File: src/rtl/irqa_pkg.sv
package irqa_pkg;
  localparam int KIND_W = 2;

  typedef enum logic [KIND_W-1:0] {
    RK_MASK = 2'd0,
    RK_TRIG = 2'd1,
    RK_POL  = 2'd2,
    RK_REQ  = 2'd3
  } reg_kind_e;

  localparam int G_LBUS = 0;
  localparam int G_LPC  = 1;
  localparam int G_PCI  = 2;
  localparam int G_NMI  = 3;
endpackage

File: src/rtl/irqa_cfg_reg.sv
module irqa_cfg_reg #(
  parameter int          W       = 16,
  parameter logic [W-1:0] RST_VAL = '0
) (
  input  logic         clk,
  input  logic         rst_n,
  input  logic         we,
  input  logic [W-1:0] d,
  output logic [W-1:0] q
);
  logic [W-1:0] q_nxt;

  always_comb begin
    q_nxt = q;
    if (we) q_nxt = d;
  end

  always_ff @(posedge clk or negedge rst_n) begin
    if (!rst_n) q <= RST_VAL;
    else        q <= q_nxt;
  end
endmodule

File: src/rtl/irqa_req_latch.sv
module irqa_req_latch #(
  parameter int W = 16
) (
  input  logic         clk,
  input  logic         rst_n,
  input  logic [W-1:0] src,
  input  logic [W-1:0] pol,
  input  logic [W-1:0] trig,
  input  logic         clr_en,
  input  logic [W-1:0] clr_keep,
  output logic [W-1:0] req_q
);
  logic [W-1:0] cond;
  logic [W-1:0] cond_q;
  logic [W-1:0] rise;
  logic [W-1:0] keep;
  logic [W-1:0] req_nxt;

  always_comb begin
    // active-high when pol=1, inverted when pol=0
    cond    = ~(src ^ pol);
    rise    = cond & ~cond_q;
    keep    = clr_en ? clr_keep : '1;
    req_nxt = (trig & ((req_q & keep) | rise)) | (~trig & cond);
  end

  always_ff @(posedge clk or negedge rst_n) begin
    if (!rst_n) begin
      cond_q <= '0;
      req_q  <= '0;
    end else begin
      cond_q <= cond;
      req_q  <= req_nxt;
    end
  end
endmodule

File: src/rtl/irqa_lowest.sv
module irqa_lowest #(
  parameter int W     = 16,
  parameter int IDX_W = $clog2(W)
) (
  input  logic [W-1:0]     vec,
  output logic             valid,
  output logic [IDX_W-1:0] idx
);
  always_comb begin
    idx = '0;
    for (int i = W - 1; i >= 0; i--) begin
      if (vec[i]) idx = IDX_W'(i);
    end
    valid = |vec;
  end
endmodule

File: src/rtl/irqa_group.sv
module irqa_group #(
  parameter int W        = 16,
  parameter int IDX_W    = $clog2(W),
  parameter bit FIRST_EN = 1'b1
) (
  input  logic             clk,
  input  logic             rst_n,
  input  logic [W-1:0]     src,
  input  logic [W-1:0]     wdata,
  input  logic             we_mask,
  input  logic             we_trig,
  input  logic             we_pol,
  input  logic             we_req,
  output logic [W-1:0]     mask_q,
  output logic [W-1:0]     trig_q,
  output logic [W-1:0]     pol_q,
  output logic [W-1:0]     req_q,
  output logic             pend,
  output logic             first_vld,
  output logic [IDX_W-1:0] first_idx
);
  logic [W-1:0] live;

  irqa_cfg_reg #(.W(W), .RST_VAL({W{1'b1}})) u_mask (
    .clk(clk), .rst_n(rst_n), .we(we_mask), .d(wdata), .q(mask_q)
  );
  irqa_cfg_reg #(.W(W), .RST_VAL({W{1'b0}})) u_trig (
    .clk(clk), .rst_n(rst_n), .we(we_trig), .d(wdata), .q(trig_q)
  );
  irqa_cfg_reg #(.W(W), .RST_VAL({W{1'b0}})) u_pol (
    .clk(clk), .rst_n(rst_n), .we(we_pol), .d(wdata), .q(pol_q)
  );

  irqa_req_latch #(.W(W)) u_req (
    .clk(clk), .rst_n(rst_n), .src(src), .pol(pol_q), .trig(trig_q),
    .clr_en(we_req), .clr_keep(wdata), .req_q(req_q)
  );

  assign live = req_q & ~mask_q;
  assign pend = |live;

  generate
    if (FIRST_EN) begin : g_first
      irqa_lowest #(.W(W), .IDX_W(IDX_W)) u_low (
        .vec(live), .valid(first_vld), .idx(first_idx)
      );
    end else begin : g_nofirst
      assign first_vld = 1'b0;
      assign first_idx = '0;
    end
  endgenerate
endmodule

File: src/rtl/irq_group_aggr.sv
module irq_group_aggr
  import irqa_pkg::*;
#(
  parameter  int NUM_GRP     = 4,
  parameter  int SRC_PER_GRP = 16,
  parameter  bit FIRST_EN    = 1'b1,
  localparam int IDX_W       = $clog2(SRC_PER_GRP),
  localparam int GSEL_W      = $clog2(NUM_GRP),
  localparam int ADDR_W      = GSEL_W + KIND_W + 1,
  localparam int SRC_W       = NUM_GRP * SRC_PER_GRP
) (
  input  logic                     clk,
  input  logic                     rst_n,
  input  logic                     bus_wr,
  input  logic [ADDR_W-1:0]        bus_addr,
  input  logic [SRC_PER_GRP-1:0]   bus_wdata,
  output logic [SRC_PER_GRP-1:0]   bus_rdata,
  input  logic [SRC_W-1:0]         src_in,
  output logic                     irq_o,
  output logic                     nmi_o,
  output logic [NUM_GRP-1:0]       first_valid,
  output logic [NUM_GRP*IDX_W-1:0] first_idx
);
  logic                    addr_grp;
  logic                    addr_status;
  logic [GSEL_W-1:0]       gsel;
  reg_kind_e               kind;

  logic [SRC_PER_GRP-1:0]  mask_v [NUM_GRP];
  logic [SRC_PER_GRP-1:0]  trig_v [NUM_GRP];
  logic [SRC_PER_GRP-1:0]  pol_v  [NUM_GRP];
  logic [SRC_PER_GRP-1:0]  req_v  [NUM_GRP];
  logic [NUM_GRP-1:0]      grp_pend;

  logic [SRC_W-1:0]        req_all;
  logic [SRC_W-1:0]        mask_all;
  logic [SRC_W-1:0]        trig_all;
  logic [SRC_W-1:0]        pol_all;

  assign addr_grp    = ~bus_addr[ADDR_W-1];
  assign addr_status = bus_addr[ADDR_W-1] & (bus_addr[ADDR_W-2:0] == '0);
  assign gsel        = bus_addr[KIND_W +: GSEL_W];
  assign kind        = reg_kind_e'(bus_addr[KIND_W-1:0]);

  generate
    for (genvar g = 0; g < NUM_GRP; g++) begin : g_grp
      logic sel;
      assign sel = bus_wr & addr_grp & (gsel == GSEL_W'(g));

      irqa_group #(.W(SRC_PER_GRP), .IDX_W(IDX_W), .FIRST_EN(FIRST_EN)) u_grp (
        .clk       (clk),
        .rst_n     (rst_n),
        .src       (src_in[g*SRC_PER_GRP +: SRC_PER_GRP]),
        .wdata     (bus_wdata),
        .we_mask   (sel & (kind == RK_MASK)),
        .we_trig   (sel & (kind == RK_TRIG)),
        .we_pol    (sel & (kind == RK_POL)),
        .we_req    (sel & (kind == RK_REQ)),
        .mask_q    (mask_v[g]),
        .trig_q    (trig_v[g]),
        .pol_q     (pol_v[g]),
        .req_q     (req_v[g]),
        .pend      (grp_pend[g]),
        .first_vld (first_valid[g]),
        .first_idx (first_idx[g*IDX_W +: IDX_W])
      );

      assign req_all [g*SRC_PER_GRP +: SRC_PER_GRP] = req_v[g];
      assign mask_all[g*SRC_PER_GRP +: SRC_PER_GRP] = mask_v[g];
      assign trig_all[g*SRC_PER_GRP +: SRC_PER_GRP] = trig_v[g];
      assign pol_all [g*SRC_PER_GRP +: SRC_PER_GRP] = pol_v[g];
    end
  endgenerate

  always_comb begin
    bus_rdata = '0;
    if (addr_grp) begin
      unique case (kind)
        RK_MASK: bus_rdata = mask_v[gsel];
        RK_TRIG: bus_rdata = trig_v[gsel];
        RK_POL:  bus_rdata = pol_v[gsel];
        RK_REQ:  bus_rdata = req_v[gsel];
        default: bus_rdata = '0;
      endcase
    end else if (addr_status) begin
      bus_rdata[NUM_GRP-1:0] = grp_pend;
    end
  end

  // last group is the non-maskable one; all others feed the ordinary line
  assign irq_o = |grp_pend[NUM_GRP-2:0];
  assign nmi_o = grp_pend[NUM_GRP-1];
endmodule

File: config.mk
export PLATFORM = sky130hd
export DESIGN_NAME = irq_group_aggr
export DESIGN_NICKNAME = d
export VERILOG_FILES = /design/src/rtl/irqa_pkg.sv /design/src/rtl/irqa_cfg_reg.sv /design/src/rtl/irqa_req_latch.sv /design/src/rtl/irqa_lowest.sv /design/src/rtl/irqa_group.sv /design/src/rtl/irq_group_aggr.sv
export SDC_FILE = /design/constraint.sdc
export NUM_CORES = 1
export LEC_CHECK = 0
export BUFFER_PORTS_ARGS = -buffer_cell sky130_fd_sc_hd__buf_4
export CORE_MARGIN = 4
export CORE_UTILIZATION = 25
export DETAILED_ROUTE_END_ITERATION = 10
export PLACE_DENSITY = 0.37
export SYNTH_ARGS = -nofsm -noshare
export SYNTH_HDL_FRONTEND = slang
export SYNTH_SLANG_ARGS = --single-unit
File: constraint.sdc
create_clock -name clk -period 4.3 [get_ports clk]
set_input_delay 0.86 -clock clk [delete_from_list [all_inputs] [get_ports clk]]
set_output_delay 0.86 -clock clk [all_outputs]
set_load 0.02 [all_outputs]
==> flow_summary_export.csv <==
group,metric,value,unit
synthesis,ys_top_cells_by_count,"dfrtp_1, nand2_1, mux2_2",
synthesis,ys_seq_elements,320,
flow_run,drv_cap,0,
power,power.leakage,8.045,nW
setup_path,reg2reg_from,"g_grp[2].u_grp.u_pol.q[2]",
layout,final_nets,1476,
timing,min_period_over_period,0.8597,
setup_path,timing_worst_setup_path_type,"in -> out",
timing,hold_viol,0,
synthesis,synthTopCellsByArea,"dfrtp_1, dfstp_2, mux2_2",
timing,min_period,3.697,ns
drt,drc,0,
timing,maxSlewHeadroom,0.3670,
power,finalPower,10.47,mW
die,ios,126,
setup_path,cp-end-kind,"output pin",
clock_tree,cts_setup_buffers,0,
placed_design,post_dp_cell_area,17540,sq um
global_routing,grt_overflow,0,
synthesis,ys_warn_count,0,
setup_path,startpoint_type,"input port",
drt,first_pass_iters,4,
run_status,status,"finished clean",
synthesis,syn_nets,1353,
global_routing,track_usage,0.1618,
die,dieArea,66880,sq um
global_routing,grt_pass1_vias,11300,
worst_hold_path,hp-class,"in -> async",
power,power_density,554.3,nW/um^2
timing,grt_setup_unrepaired,"no",
power,p_switching,3.326,mW
timing,tns,0,ns
setup_path,crit_fanout,31,
power,swShare,0.3176,
setup_path,r2r_end,"g_grp[2].u_grp.u_req.req_q[2]",
setup_path,ff2ff_setup_slack,3.29,ns
synthesis,seq_area_frac_synth,0.5151,
global_routing,antenna_found_initial,0,
setup_path,cp-startpoint,"bus_addr[2]",
power,power_frac_seq,0.428,
drt,num_vias,10590,
setup_path,worstPathArrival,2.84,ns
synthesis,synth_cell_type_count,45,
clock_tree,cts_buffers,41,
synthesis,syn_avg_cell_area,12.41,sq um
power,pwr-share-clk,0.331,
power,p_int,7.144,mW
layout,filler_cell_count,6430,
clock_tree,ctsHoldBuffers,0,
timing,setup_viol,0,
placed_design,dp_hpwl,37240,um
global_routing,grt_pass1_wl,79860,um
clock_tree,clock_path_buffers,3,
clock_tree,cts_tree,"built",
placed_design,gp_congestion,0.7683,
global_routing,grt_max_degree,86,
die,die_y,258.6,um
drt,ant_nets,0,
power,power_frac_comb,0.241,
layout,drive_gt1_frac,0.3343,
synthesis,netlist.area_leader.share,0.4080,
die,start_util,0.2535,
power,ir_worst_vdd,0.2714,mV
drt,wire_per_inst,24.08,um
die,core,61940,sq um
drt,drt_wl_total,54300,um
clock_tree,clkTransAtPathRegs,0.06,ns
clock_tree,cts_htree_levels,2,
layout,diodes,0,
drt,via_per_inst,4.698,
clock_tree,cts_sinks,320,
synthesis,synthMostInstantiatedCell,"dfrtp_1",
clock_tree,clock-root-buffer,"clkbuf_16",
clock_tree,insertion_delay,0.55,ns
timing,worst_pin_slew,0.9461,ns
clock_tree,post_cts_resized,0,
die,die_w,258.6,um
synthesis,synth_edf_count,0,
synthesis,synthCells,1265,
synthesis,synth_ff_type,"dfrtp_1",
layout,fin_area,18890,sq um
layout,syn_to_final_growth,20.27,%
timing,fin_skew,0.007689,ns
setup_path,cp_data_required_time,3.44,ns
die,num_rows,91,
placed_design,io_buffers,125,
synthesis,synth_largest_area_cell,"dfrtp_1",
setup_path,reg2regPathDepth,3,
timing,fmax,270.5,MHz
timing,slew_violations,0,
drt,drt_iter0_markers,597,
synthesis,synth_async_sr_flop_share,1.000,
synthesis,netlist_area,15700,sq um
sequential cells by signal, indices dropped and copies added, names as in the netlist:
| signal | count |
|---|---|
| g_grp.u_grp.u_pol.q | 64 |
| g_grp.u_grp.u_req.req_q | 64 |
| g_grp.u_grp.u_req.cond_q | 64 |
| g_grp.u_grp.u_trig.q | 64 |
| g_grp.u_grp.u_mask.q | 64 |
worst max-delay path, cell delays in order:
cell and delay [ns]:
buf_4 0.45, buf_4 0.42, mux4_2 0.55, mux2i_1 0.17, o22ai_1 0.14, buf_4 0.21
power by group through the flow:
stage                     sequential [mW]  combinational, mW  clock, mW
after global placement               4.55               2.53          0
after detailed placement             4.53               2.56          0
after CTS                            4.48               2.58       3.59
after global routing                 4.58               2.78       3.70
after floorplan                      4.23               1.71          0
final                                4.48               2.53       3.46
kinds of logic after synthesis:
logic type	count (synthesis)	share of synthesized area
simple gates	378	0.1178
flops	320	0.5151
compound gates	142	0.06311
xor+xnor	64	0.03570
mux	284	0.2410
buf+inv	77	0.02741
worst max path at each step:
stage | slack, ns | to
after floorplan | 1.29 | bus_rdata[0]
after global routing | 0.47 | bus_rdata[11]
after global placement | 0.60 | bus_rdata[11]
after CTS | 0.55 | bus_rdata[11]
after detailed placement | 0.56 | bus_rdata[11]
final | 0.60 | bus_rdata[11]
cells in the final DEF, fill, tap and decap left out, types with 3 or more instances in the layout:
cell,n
a211oi_1,4
a21oi_1,20
a311oi_1,8
a31oi_1,4
and4_1,4
buf_12,6
buf_4,138
bufinv_16,3
clkbuf_1,13
clkbuf_16,41
clkbuf_8,12
clkinv_2,4
dfrtp_1,256
dfstp_2,64
inv_1,12
mux2_1,61
mux2_2,131
mux2i_1,36
mux4_2,56
nand2_1,203
nand2_2,6
nand2_4,6
nand2b_1,24
nand3_1,12
nand3b_1,4
nand4_1,4
nor2_1,25
nor2_4,3
nor2b_1,67
nor3_1,6
nor4_1,4
o211ai_1,68
o21ai_0,6
o21bai_1,4
o22ai_1,18
o2bb2ai_1,4
o31ai_1,4
xnor2_1,64
stage by stage:
step	util	worst slack [ns]	hold WS, ns	cells
floorplan	-	1.292	0.4683	1265
global placement	0.2831	0.6037	0.4811	2182
detailed placement	0.2831	0.5567	0.4873	2182
CTS	0.3049	0.5500	0.3500	2255
global route	0.3049	0.4674	0.3787	2255
finish	0.3049	0.6032	0.3344	2255
routing by layer:
metal  up-vias  GRT usage  part of all wire
met3        73    0.02726             0.035
met2       189     0.2661              0.48
li1       4786          -                 -
met4         0    0.04168             0.025
met1      5545     0.2227              0.46
met5         -          0                 0
layout make-up:
type                       instances  area (sq um)  area share
clock buffer                      66          1240     0.06566
tap                              837          1047     0.05545
inverter                          12         45.04    0.002385
timing repair buffer             145          1171     0.06201
sequential                       320          8088      0.4283
multi-input combinational        868          7184      0.3804
clock inverter                     7         110.1    0.005830
Power figures use the tool's default switching activity.
